==> config.mk <==
export PLATFORM = sky130hd
export DESIGN_NAME = wdg_guard
export DESIGN_NICKNAME = d
export VERILOG_FILES = /design/src/rtl/wdg_pkg.sv /design/src/rtl/wdg_unlock.sv /design/src/rtl/wdg_ctrl_reg.sv /design/src/rtl/wdg_prescaler.sv /design/src/rtl/wdg_guard.sv
export SDC_FILE = /design/constraint.sdc
export NUM_CORES = 1
export LEC_CHECK = 0
export BUFFER_PORTS_ARGS = -buffer_cell sky130_fd_sc_hd__buf_2
export CORE_ASPECT_RATIO = 0.6
export CORE_MARGIN = 10
export CORE_UTILIZATION = 63
export DETAILED_ROUTE_END_ITERATION = 7
export GPL_TIMING_DRIVEN = 0
export PLACE_DENSITY_LB_ADDON = 0.08
export RECOVER_POWER = 100
export SLEW_MARGIN = 20
export SYNTH_ARGS = -nofsm -noshare
export SYNTH_HDL_FRONTEND = slang
export SYNTH_HIERARCHICAL = 1
export SYNTH_SLANG_ARGS = --single-unit
export TNS_END_PERCENT = 10
==> constraint.sdc <==
create_clock -name clk -period 4.3 [get_ports clk]
set_input_delay 0.215 -clock clk [delete_from_list [all_inputs] [get_ports clk]]
set_output_delay 0.215 -clock clk [all_outputs]
set_load 0.1 [all_outputs]
==> src/rtl/wdg_pkg.sv <==
package wdg_pkg;
  localparam int PER_W = 4;

  typedef struct packed {
    logic [PER_W-1:0] per;
    logic             chg;
    logic             en;
  } wdg_ctrl_t;

  localparam int CTRL_W = $bits(wdg_ctrl_t);
endpackage

==> src/rtl/wdg_unlock.sv <==
module wdg_unlock
  import wdg_pkg::*;
#(
  parameter int WIN_CLKS = 4
) (
  input  logic      clk,
  input  logic      rst_n,
  input  logic      wr,
  input  wdg_ctrl_t wdata,
  output logic      win_open
);
  localparam int CW = $clog2(WIN_CLKS + 1);

  logic [CW-1:0] left_q;
  logic          unlock_wr;

  assign unlock_wr = wr && wdata.chg && wdata.en;
  assign win_open  = (left_q != '0);

  always_ff @(posedge clk) begin
    if (!rst_n) begin
      left_q <= '0;
    end else if (unlock_wr) begin
      left_q <= CW'(WIN_CLKS);
    end else if (wr && win_open && !wdata.chg) begin
      left_q <= '0;
    end else if (win_open) begin
      left_q <= left_q - 1'b1;
    end
  end
endmodule

==> src/rtl/wdg_ctrl_reg.sv <==
module wdg_ctrl_reg
  import wdg_pkg::*;
(
  input  logic             clk,
  input  logic             rst_n,
  input  logic             lvl2,
  input  logic             wr,
  input  wdg_ctrl_t        wdata,
  input  logic             win_open,
  output logic             en_eff,
  output logic [PER_W-1:0] per,
  output logic             restart
);
  logic             en_q;
  logic [PER_W-1:0] per_q;
  logic             accept;
  logic             turn_on;

  assign accept  = wr && win_open && !wdata.chg;
  assign en_eff  = lvl2 || en_q;
  assign turn_on = wr && wdata.en && !en_eff;
  assign restart = accept || turn_on;
  assign per     = per_q;

  always_ff @(posedge clk) begin
    if (!rst_n) begin
      en_q  <= 1'b0;
      per_q <= '0;
    end else if (accept) begin
      per_q <= wdata.per;
      if (!lvl2) en_q <= wdata.en;
    end else if (wr && wdata.en) begin
      en_q <= 1'b1;
    end
  end
endmodule

==> src/rtl/wdg_prescaler.sv <==
module wdg_prescaler
  import wdg_pkg::*;
#(
  parameter int BASE_EXP = 11,
  parameter int CODE_MAX = 9
) (
  input  logic             clk,
  input  logic             rst_n,
  input  logic             en,
  input  logic             tick,
  input  logic             clear,
  input  logic [PER_W-1:0] code,
  output logic             req
);
  localparam int CNT_W = BASE_EXP + CODE_MAX + 1;

  logic [CNT_W-1:0] cnt_q;
  logic [PER_W-1:0] code_eff;
  logic [CNT_W-1:0] last;

  always_comb begin
    code_eff = (code > PER_W'(CODE_MAX)) ? PER_W'(CODE_MAX) : code;
    last     = (CNT_W'(1) << (BASE_EXP + int'(code_eff))) - CNT_W'(1);
  end

  always_ff @(posedge clk) begin
    if (!rst_n) begin
      cnt_q <= '0;
      req   <= 1'b0;
    end else begin
      req <= 1'b0;
      if (clear || !en) begin
        cnt_q <= '0;
      end else if (tick) begin
        if (cnt_q == last) begin
          cnt_q <= '0;
          req   <= 1'b1;
        end else begin
          cnt_q <= cnt_q + 1'b1;
        end
      end
    end
  end
endmodule

==> src/rtl/wdg_guard.sv <==
module wdg_guard
  import wdg_pkg::*;
#(
  parameter int BASE_EXP = 11,
  parameter int CODE_MAX = 9,
  parameter int WIN_CLKS = 4
) (
  input  logic              clk,
  input  logic              rst_n,
  input  logic              lvl2_i,
  input  logic              cfg_wr_i,
  input  logic [CTRL_W-1:0] cfg_wdata_i,
  output logic [CTRL_W-1:0] cfg_rdata_o,
  input  logic              tick_i,
  input  logic              kick_i,
  output logic              rst_req_o
);
  wdg_ctrl_t        wdata;
  wdg_ctrl_t        rview;
  logic             win_open;
  logic             en_eff;
  logic [PER_W-1:0] per;
  logic             restart;

  assign wdata = wdg_ctrl_t'(cfg_wdata_i);

  wdg_unlock #(.WIN_CLKS(WIN_CLKS)) u_unlock (
    .clk(clk), .rst_n(rst_n), .wr(cfg_wr_i), .wdata(wdata), .win_open(win_open)
  );

  wdg_ctrl_reg u_ctrl (
    .clk(clk), .rst_n(rst_n), .lvl2(lvl2_i), .wr(cfg_wr_i), .wdata(wdata),
    .win_open(win_open), .en_eff(en_eff), .per(per), .restart(restart)
  );

  wdg_prescaler #(.BASE_EXP(BASE_EXP), .CODE_MAX(CODE_MAX)) u_pre (
    .clk(clk), .rst_n(rst_n), .en(en_eff), .tick(tick_i),
    .clear(kick_i || restart), .code(per), .req(rst_req_o)
  );

  always_comb begin
    rview.per   = per;
    rview.chg   = win_open;
    rview.en    = en_eff;
    cfg_rdata_o = rview;
  end
endmodule

==> flow_summary.json <==
{
  "run_status": "finished clean",
  "fp.dieArea_sq_um": 5810,
  "grt.overflow.total": 0,
  "diodes": 0,
  "worst-endpoint-arrival_ns": 2.66,
  "critPathSlowestCell": "sky130_fd_sc_hd__nand3b_1",
  "yosys_most_used_dff": "sky130_fd_sc_hd__dfxtp_1",
  "muxShareOfSynthArea": 0.0262,
  "post_synth_most_frequent_cells": "sky130_fd_sc_hd__dfxtp_1, sky130_fd_sc_hd__nand2_1, sky130_fd_sc_hd__nor3_1, sky130_fd_sc_hd__xor2_1, sky130_fd_sc_hd__xnor2_1",
  "cts-htree-levels": 2,
  "syn_inst": 222,
  "detailedRoute.firstIterationViolations": 155,
  "synth_area_per_cell_sq_um": 8.83,
  "post_route_hold_slack_ns": 0.195,
  "synth_top_family_by_area": "simple AND/OR/NAND/NOR gates",
  "die_width_um": 92.0,
  "finalSetupViolations": 0,
  "post_cts_hold_buffer_count": 0,
  "filler_cells": 224,
  "synth_edf_count": 0,
  "critical_path.endpoint_type": "flip-flop",
  "setup.worst_path.class": "flip-flop to flip-flop",
  "timing.clock.skew_ns": 0.00373,
  "core-area_sq_um": 2930,
  "tritoncts": "built",
  "rsz0062_at_grt": "no",
  "maxClockFrequency_mhz": 406,
  "tritoncts_num_sinks": 30,
  "post-cts-setup-buffer-count": 0,
  "cts.clk_slew.worst_paths_ns": 0.07,
  "async_sr_flop_fraction": 0,
  "worst_slew_pin_slew_ns": 1.17,
  "synth_top_area_cell": "sky130_fd_sc_hd__dfxtp_1",
  "clockBufferDepth": 2,
  "ys_seq_elements": 30,
  "route.detailed.vias_per_inst": 5.92,
  "clock_buffers_created_by_tritoncts": 5,
  "slew-limit-headroom": 0.222,
  "antenna_found_initial": 0,
  "grt_start_max_net_pins": 11,
  "net_total_in_the_final_layout": 264,
  "timing.hold.worst.class": "input port to flip-flop",
  "yosysTopAreaCellShare": 0.307,
  "area_growth_pct": 9.83,
  "clk_root_buffer_cell": "sky130_fd_sc_hd__clkbuf_8",
  "time_the_final_worst_path_needs_with_i_o_delays_and_setup_ns": 2.47,
  "ys_warn_count": 6,
  "synth.most_common_cell": "sky130_fd_sc_hd__dfxtp_1",
  "post_synthesis_share_of_cell_area_spent_on_and_or_nand_and_nor_gates": 0.360,
  "grt_first_pass_wirelength_um": 7660,
  "synthAdderAreaFrac": 0.0255,
  "route.vias.total": 1724,
  "die_h_um": 63.2,
  "clk-insertion-delay-late_ns": 0.28,
  "cpMostUsedCell": "sky130_fd_sc_hd__nand3b_1",
  "post_layout_nonfiller_instances": 291,
  "synth_area_leaders": "sky130_fd_sc_hd__dfxtp_1, sky130_fd_sc_hd__xor2_1, sky130_fd_sc_hd__nor3_2",
  "numPortBuffers": 18,
  "timing.final.crit_share": 0.573,
  "maxCapViolations": 0,
  "final_layout_size_suffix_gt1_frac": 0.181,
  "detailed_place.area_sq_um": 2110,
  "cts_repair_resized_insts": 0,
  "p_leak_nw": 0.798,
  "grt_usage": 0.159,
  "routedWlPerCell_um": 16.2,
  "vias_in_the_first_global_route": 1617,
  "synthDistinctLibCells": 55,
  "post_route_drc_violation_count": 0,
  "totalWireLength_um": 4730,
  "ys_seq_area_frac": 0.307,
  "floorplan.initialDensity": 0.669,
  "post_synth_xor_xnor_area": 0.116,
  "final-max-slew-violation-count": 0,
  "num_rows": 15,
  "timing.critical_path.slowest_cell_delay_ns": 0.35,
  "power_per_cell_area_nw_per_um2": 421,
  "worst-path-max-fanout": 10,
  "placed_cells_incl_taps": 283,
  "final-hold-violation-count": 0,
  "dp.final_hpwl_um": 3500,
  "drt_pass1_iterations": 4,
  "finish.instance_area_sq_um": 2150,
  "multi_input_area_sq_um": 1200,
  "vdd.ir_drop.worst_mv": 0.527,
  "place.gp.congestion": 0.874,
  "critical_path.cell_chain": "inv_1, ha_1, nand2b_1, nand3b_1, o21ai_0, or2_1, nand3b_1, clkbuf_1, nor3_1",
  "ios": 19,
  "synthesized_area_fraction_occupied_by_ao_oa_aoi_and_oai_cells": 0.109,
  "ant_nets": 0,
  "startpoint_class": "flip-flop",
  "mappedNetlistArea_sq_um": 1960,
  "area_taken_by_flip_flops_and_latches_sq_um": 601,
  "critPathRequiredTime_ns": 4.49,
  "totalNegativeSetupSlack_ns": 0
}
[per-layer routing]
| metal | GRT usage | vias up | part of all wire |
|---|---|---|---|
| li1 | - | 849 | - |
| met2 | 0.235 | 62 | 0.43 |
| met5 | 0 | - | 0 |
| met3 | 0.0591 | 4 | 0.086 |
| met4 | 0.0517 | 0 | 0.0076 |
| met1 | 0.207 | 809 | 0.47 |
[cell families after synthesis]
| family | Yosys count |
|---|---|
| XOR/XNOR | 26 |
| other | 1 |
| AO/OA/AOI/OAI | 30 |
| flip-flops | 30 |
| buffers and inverters | 17 |
| multiplexers | 5 |
| adder cells (fa/ha/maj) | 4 |
| AND/OR/NAND/NOR | 109 |
[per-stage QoR]
| step | power, mW | setup slack, ns | utilization |
|---|---|---|---|
| global route | 0.948 | 1.59 | 0.735 |
| global placement | 0.619 | 2.15 | 0.719 |
| CTS | 0.917 | 2.00 | 0.756 |
| detailed placement | 0.636 | 2.03 | 0.719 |
| floorplan | 0.580 | 1.62 | - |
| finish | 0.905 | 1.83 | 0.735 |
[layout by cell type, fill, tap and decap left out, types with 8 or more instances in the layout]
cell type and instances:
sky130_fd_sc_hd__buf_2 13, sky130_fd_sc_hd__clkbuf_1 9, sky130_fd_sc_hd__dfxtp_1 30, sky130_fd_sc_hd__nand2_1 15, sky130_fd_sc_hd__nand3_1 8, sky130_fd_sc_hd__nor2_1 11
sky130_fd_sc_hd__nor3_1 21, sky130_fd_sc_hd__xnor2_1 12, sky130_fd_sc_hd__xor2_1 14
[report_power, final]
part | internal (mW) | switching (mW)
Sequential | 0.295 | 0.0148
Combinational | 0.102 | 0.211
Clock | 0.170 | 0.112
[path summary, 6_finish.rpt]
check	start	endpoint	slack [ns]	depth (start not counted)
worst max register to register	u_unlock/left_q[0]	u_pre/cnt_q[19]	1.83	9
worst min-delay path	cfg_wdata_i[5]	u_ctrl/per[3]	0.19	3
worst max-delay path	u_unlock/left_q[0]	u_pre/cnt_q[19]	1.83	9
worst min register to register	u_unlock/left_q[1]	u_unlock/left_q[1]	0.50	1
[area by class of cell]
| cell class | instances | share of cell area |
|---|---|---|
| Clock inverter | 3 | 0.0186 |
| Tap cell | 42 | 0.0244 |
| Multi-Input combinational cell | 176 | 0.558 |
| Clock buffer | 5 | 0.0320 |
| Inverter | 6 | 0.0105 |
| Sequential cell | 30 | 0.279 |
| Buffer | 11 | 0.0395 |
| Timing Repair Buffer | 18 | 0.0378 |
[critical path, delay by kind of cell, from the launching register on]
kind	cells	cell delay, ns
buffers and inverters	2	0.43
adders and majority gates	1	0.21
AOI/OAI and AO/OA	1	0.13
DFF	1	0.31
and+or+nand+nor	5	1.29
[registers in the layout, indices dropped and copies added, names as in the netlist]
register,flops
u_pre/cnt_q,21
u_ctrl/per,4
u_unlock/left_q,3
u_ctrl/en_q,1
u_pre/req,1
No activity file was read; power rests on OpenSTA's default activity.
